==> src/rtl/ternlut_pkg.sv <==
package ternlut_pkg;

    localparam int TBL_W = 8;

    typedef enum logic [1:0] {
        MD_BIT_IMM = 2'b00,
        MD_BIT_REG = 2'b01,
        MD_LANE    = 2'b10,
        MD_WHOLE   = 2'b11
    } lut_mode_e;

    typedef enum logic {
        ST_IDLE = 1'b0,
        ST_HOLD = 1'b1
    } lut_state_e;

    function automatic logic lut3(input logic [TBL_W-1:0] tbl,
                                  input logic hi, input logic mid, input logic lo);
        return tbl[{hi, mid, lo}];
    endfunction

endpackage

==> src/rtl/ternlut_bitwise.sv <==
module ternlut_bitwise
    import ternlut_pkg::*;
#(
    parameter int DATA_W = 64
) (
    input  logic [DATA_W-1:0] rt,
    input  logic [DATA_W-1:0] ra,
    input  logic [DATA_W-1:0] rb,
    input  logic [TBL_W-1:0]  tbl,
    output logic [DATA_W-1:0] res
);
    for (genvar i = 0; i < DATA_W; i++) begin : g_bit
        assign res[i] = lut3(tbl, rt[i], ra[i], rb[i]);
    end
endmodule

==> src/rtl/ternlut_lane.sv <==
module ternlut_lane
    import ternlut_pkg::*;
#(
    parameter int DATA_W = 64,
    parameter int LANE_W = 8,
    parameter int LANES  = 4
) (
    input  logic [DATA_W-1:0]   rt,
    input  logic [3*LANE_W-1:0] ra_lo,
    input  logic [TBL_W-1:0]    tbl,
    input  logic [LANES-1:0]    mask,
    output logic [DATA_W-1:0]   res
);
    localparam int COVER_W = LANE_W * LANES;

    logic [LANE_W-1:0] lane_val;

    for (genvar k = 0; k < LANE_W; k++) begin : g_lbit
        assign lane_val[k] = lut3(tbl, ra_lo[k], ra_lo[LANE_W + k], ra_lo[2*LANE_W + k]);
    end

    for (genvar j = 0; j < LANES; j++) begin : g_lane
        assign res[j*LANE_W +: LANE_W] = mask[j] ? lane_val : rt[j*LANE_W +: LANE_W];
    end

    if (COVER_W < DATA_W) begin : g_upper
        assign res[DATA_W-1:COVER_W] = rt[DATA_W-1:COVER_W];
    end
endmodule

==> src/rtl/ternlut_whole.sv <==
module ternlut_whole
    import ternlut_pkg::*;
#(
    parameter int DATA_W = 64
) (
    input  logic [DATA_W-1:0] rt,
    input  logic [DATA_W-1:0] ra,
    input  logic [DATA_W-1:0] rb,
    input  logic [TBL_W-1:0]  tbl,
    output logic [DATA_W-1:0] res
);
    assign res = {{(DATA_W-1){1'b0}}, lut3(tbl, |rt, |ra, |rb)};
endmodule

==> src/rtl/ternlut_unit.sv <==
module ternlut_unit
    import ternlut_pkg::*;
#(
    parameter int DATA_W = 64,
    parameter int LANE_W = 8,
    parameter int LANES  = 4
) (
    input  logic              clk,
    input  logic              rst_n,
    input  logic              issue,
    input  logic [1:0]        mode,
    input  logic [DATA_W-1:0] rt_in,
    input  logic [DATA_W-1:0] ra_in,
    input  logic [DATA_W-1:0] rb_in,
    input  logic [DATA_W-1:0] rc_in,
    input  logic [4:0]        tbl_lo,
    input  logic [2:0]        tbl_hi,
    input  logic [LANES-1:0]  lane_mask,
    output logic [DATA_W-1:0] result,
    output logic              result_valid
);
    lut_state_e state_q, state_d;

    logic [TBL_W-1:0]        imm_tbl;
    logic [TBL_W-1:0]        bit_tbl;
    logic [DATA_W-1:TBL_W]   rc_unused;
    logic [DATA_W-1:0]       bit_res, lane_res, whole_res, next_res;
    lut_mode_e               mode_e;

    assign mode_e    = lut_mode_e'(mode);
    assign imm_tbl   = {tbl_hi, tbl_lo};
    assign rc_unused = rc_in[DATA_W-1:TBL_W];
    assign bit_tbl   = (mode_e == MD_BIT_REG) ? rc_in[TBL_W-1:0] : imm_tbl;

    ternlut_bitwise #(.DATA_W(DATA_W)) u_bitwise (
        .rt(rt_in), .ra(ra_in), .rb(rb_in), .tbl(bit_tbl), .res(bit_res)
    );

    ternlut_lane #(.DATA_W(DATA_W), .LANE_W(LANE_W), .LANES(LANES)) u_lane (
        .rt(rt_in), .ra_lo(ra_in[3*LANE_W-1:0]), .tbl(imm_tbl),
        .mask(lane_mask), .res(lane_res)
    );

    ternlut_whole #(.DATA_W(DATA_W)) u_whole (
        .rt(rt_in), .ra(ra_in), .rb(rb_in), .tbl(imm_tbl), .res(whole_res)
    );

    always_comb begin
        unique case (mode_e)
            MD_BIT_IMM, MD_BIT_REG: next_res = bit_res;
            MD_LANE:                next_res = lane_res;
            MD_WHOLE:               next_res = whole_res;
            default:                next_res = bit_res;
        endcase
    end

    always_comb begin
        state_d = state_q;
        unique case (state_q)
            ST_IDLE: if (issue)  state_d = ST_HOLD;
            ST_HOLD: if (!issue) state_d = ST_IDLE;
            default:             state_d = ST_IDLE;
        endcase
    end

    always_ff @(posedge clk or negedge rst_n) begin
        if (!rst_n) state_q <= ST_IDLE;
        else        state_q <= state_d;
    end

    always_ff @(posedge clk or negedge rst_n) begin
        if (!rst_n)     result <= '0;
        else if (issue) result <= next_res;
    end

    assign result_valid = (state_q == ST_HOLD);
endmodule

==> config.mk <==
export PLATFORM = sky130hd
export DESIGN_NAME = ternlut_unit
export DESIGN_NICKNAME = d
export VERILOG_FILES = /design/src/rtl/ternlut_pkg.sv /design/src/rtl/ternlut_bitwise.sv /design/src/rtl/ternlut_lane.sv /design/src/rtl/ternlut_whole.sv /design/src/rtl/ternlut_unit.sv
export SDC_FILE = /design/constraint.sdc
export NUM_CORES = 1
export LEC_CHECK = 0
export CAP_MARGIN = 20
export CORE_MARGIN = 2
export CORE_UTILIZATION = 30
export CTS_CLUSTER_DIAMETER = 200
export DETAILED_ROUTE_END_ITERATION = 10
export DONT_BUFFER_PORTS = 1
export SLEW_MARGIN = 20
export SYNTH_ARGS = -nofsm -noshare
export SYNTH_HDL_FRONTEND = slang
export SYNTH_HIERARCHICAL = 1
export SYNTH_SLANG_ARGS = --single-unit
==> constraint.sdc <==
create_clock -name clk -period 0.8 [get_ports clk]
set_input_delay 0.08 -clock clk [delete_from_list [all_inputs] [get_ports clk]]
set_output_delay 0.08 -clock clk [all_outputs]
set_load 0.02 [all_outputs]
==> out/metrics.cfg <==
[cells_and_area]
n_antenna_cell=0
mostFrequentLayoutCell=mux4_2
final_cells=1378
drive_gt1_frac=0.560
design_area_sq_um=12700
finalNetCount=1192
syn_to_final_growth_pct=21.1
mostFrequentLayoutCells=136 x mux4_2, 72 x mux2_4, 70 x mux2i_1

[sta]
fin_crit_ps=1830
fin_crit_sh=2.29
fin_skew_ps=0
setup_tns_ps=-66440
slew_headroom=0.550
setup_ws_ps=-1030
worstMarginPinSlew_ps=669
rsz0062_at_grt=yes
fmax_ghz=0.547
holdWs_ps=-585
slew_viol_final=0
hold_violations=100
finalSetupViolCount=129

[critical_path]
cp_common_cell=mux2i_1
crit_start=rb_in[19]
startpoint_type=primary input
cp_cell_sequence=nor4_1, nand4_1, nor4_4, buf_4, mux2i_1, mux2i_1, mux2_4, mux2i_1, o211ai_2
rr_endpoint=result[54]
cp_slowest_cell=nor4_1
path_max_fanout=3
regToRegSetupSlack_ps=-130
end_kind=register
reg2reg_from=result[54]
worst_path_largest_cell_delay_ps=390
cp.required_ps=1040
crit_arrival_ps=2070
crit_path_end=result[0]
rr_worst_depth=4
path_class=primary input to register

[synthesis]
synth_edf_count=0
syn_area_per_cell_sq_um=12.2
synth.distinct_cells=26
synthTopCellsByArea=mux4_2 28%, dfrtp_1 16%, mux2_2 13%
synth_ff_type=dfrtp_1
netlist_area_sq_um=10500
async_reset_ff_frac=1.00
seq_area_frac_synth=0.156
syn_inst=854
synth_area_leader_cell=mux4_2
synth_warnings=6
synth_top_area_share=0.280
ys_ff_latch=65

[global_routing]
grt_overflow_total=0
grt_pass1_vias=8368
grt_max_degree=131
grt_pass1_wl_um=61500
antenna_found_initial=3
track_usage=0.233

[die]
core_sq_um=34500
dieArea_sq_um=36400
floorplan.rows=68
die_w_um=191
pin_count=338
die_h_um=191
initial_core_util=0.303

[flow_run]
drv_cap=0

[detailed_routing]
routedWlPerCell_um=32.9
drc_errors=0
avgViaCountPerCell=6.24
first_pass_iters=5
ant_nets=0
drtIter0Drc=979
num_vias=8601
drt-total-wl_um=45400

[clocking]
cts.htree.levels=3
cts_buffers=9
clock_path_buffers=2
cts-root-buf=clkbuf_16
clkTransAtPathRegs_ps=70
clock_latency_ps=360
cts_tree=done
cts_sinks=65

[power]
leakage_uw=0.00501
power_uw=17000
p_per_area_nw_per_um2=1340
peakVddDrop_mv=0.917

[worst_hold_path]
hold_path_class=primary input to async pin

[outcome]
status=complete, but fails checks
violations=hold timing, setup timing

[place]
io_buffers=0
dpl.cell_count=1296
dpl_cell_area_sq_um=11300
dp_hpwl_um=30700
place.gp.congestion=0.898

[layout make-up]
cell class | count | area, sq um
flip-flops and latches | 65 | 1630
well taps | 455 | 569
clock buffers | 10 | 229
clock inverters | 5 | 81.3
repair buffers | 179 | 2080
fillers | 3338 | 21800
multi-input cells | 664 | 8070
[cells in the mapped netlist (10+ instances only)]
cell type,n
o211ai_2,61
buf_2,33
nor4_1,48
nand2b_1,64
buf_4,104
nand3b_1,64
mux2i_1,70
mux2_2,119
mux2_1,10
clkbuf_1,20
dfrtp_1,65
nand4_1,12
mux4_2,130
buf_6,19
[through the flow]
stage / utilization / setup WS, ps
floorplan: - / -1130
global placement: 0.327 / -1440
detailed placement: 0.327 / -1420
CTS: 0.354 / -895
global route: 0.367 / -1050
finish: 0.367 / -1030
[kinds of logic after synthesis]
group / Yosys count / share of synthesized area
other cells: 1 / 0.000359
compound gates: 64 / 0.0752
simple gates: 193 / 0.127
flops: 65 / 0.156
buf+inv: 188 / 0.130
mux: 343 / 0.513
[how the worst min path moves through the flow]
stage                from         end  slack (ps)  cells after the start
floorplan           rst_n   result[0]        -220                      0
global placement    rst_n  result[49]        -210                      0
detailed placement  rst_n  result[49]        -210                      0
CTS                 rst_n  result[49]        -600                      0
global route        rst_n  result[49]        -590                      0
finish              rst_n  result[49]        -580                      0
[metal layers]
layer | wire [um] | track usage
met5 | 26 | 0
met4 | 1820 | 0.0725
met2 | 19900 | 0.355
met1 | 17600 | 0.303
met3 | 5990 | 0.0939
[where the power goes]
part	internal, uW	total (uW)	leakage [uW]	switching, uW
Clock	2720	4480	0.000149	1760
Sequential	3790	4170	0.000797	387
Combinational	4960	8360	0.00407	3410
Total	11500	17000	0.00501	5550
[state kept, by name, summed over array words and instances (netlist names)]
register      count
result_valid      1
result           64
[critical path, delay by kind of cell]
family	cells	cell delay, ps
simple gates	3	1010
mux	4	720
buf+inv	1	170
compound gates	1	80
[timing repair]
item | CTS | global route
hold buffers | 10 | 8
resized for setup | 92 | 10
endpoints found under the setup margin | 129 | 129
pin swaps | 5 | 6
hold endpoints to repair | 130 | 130
gates cloned | 0 | 12
setup buffers | 25 | 15
Note: power is estimated with default switching activity, not from simulation.
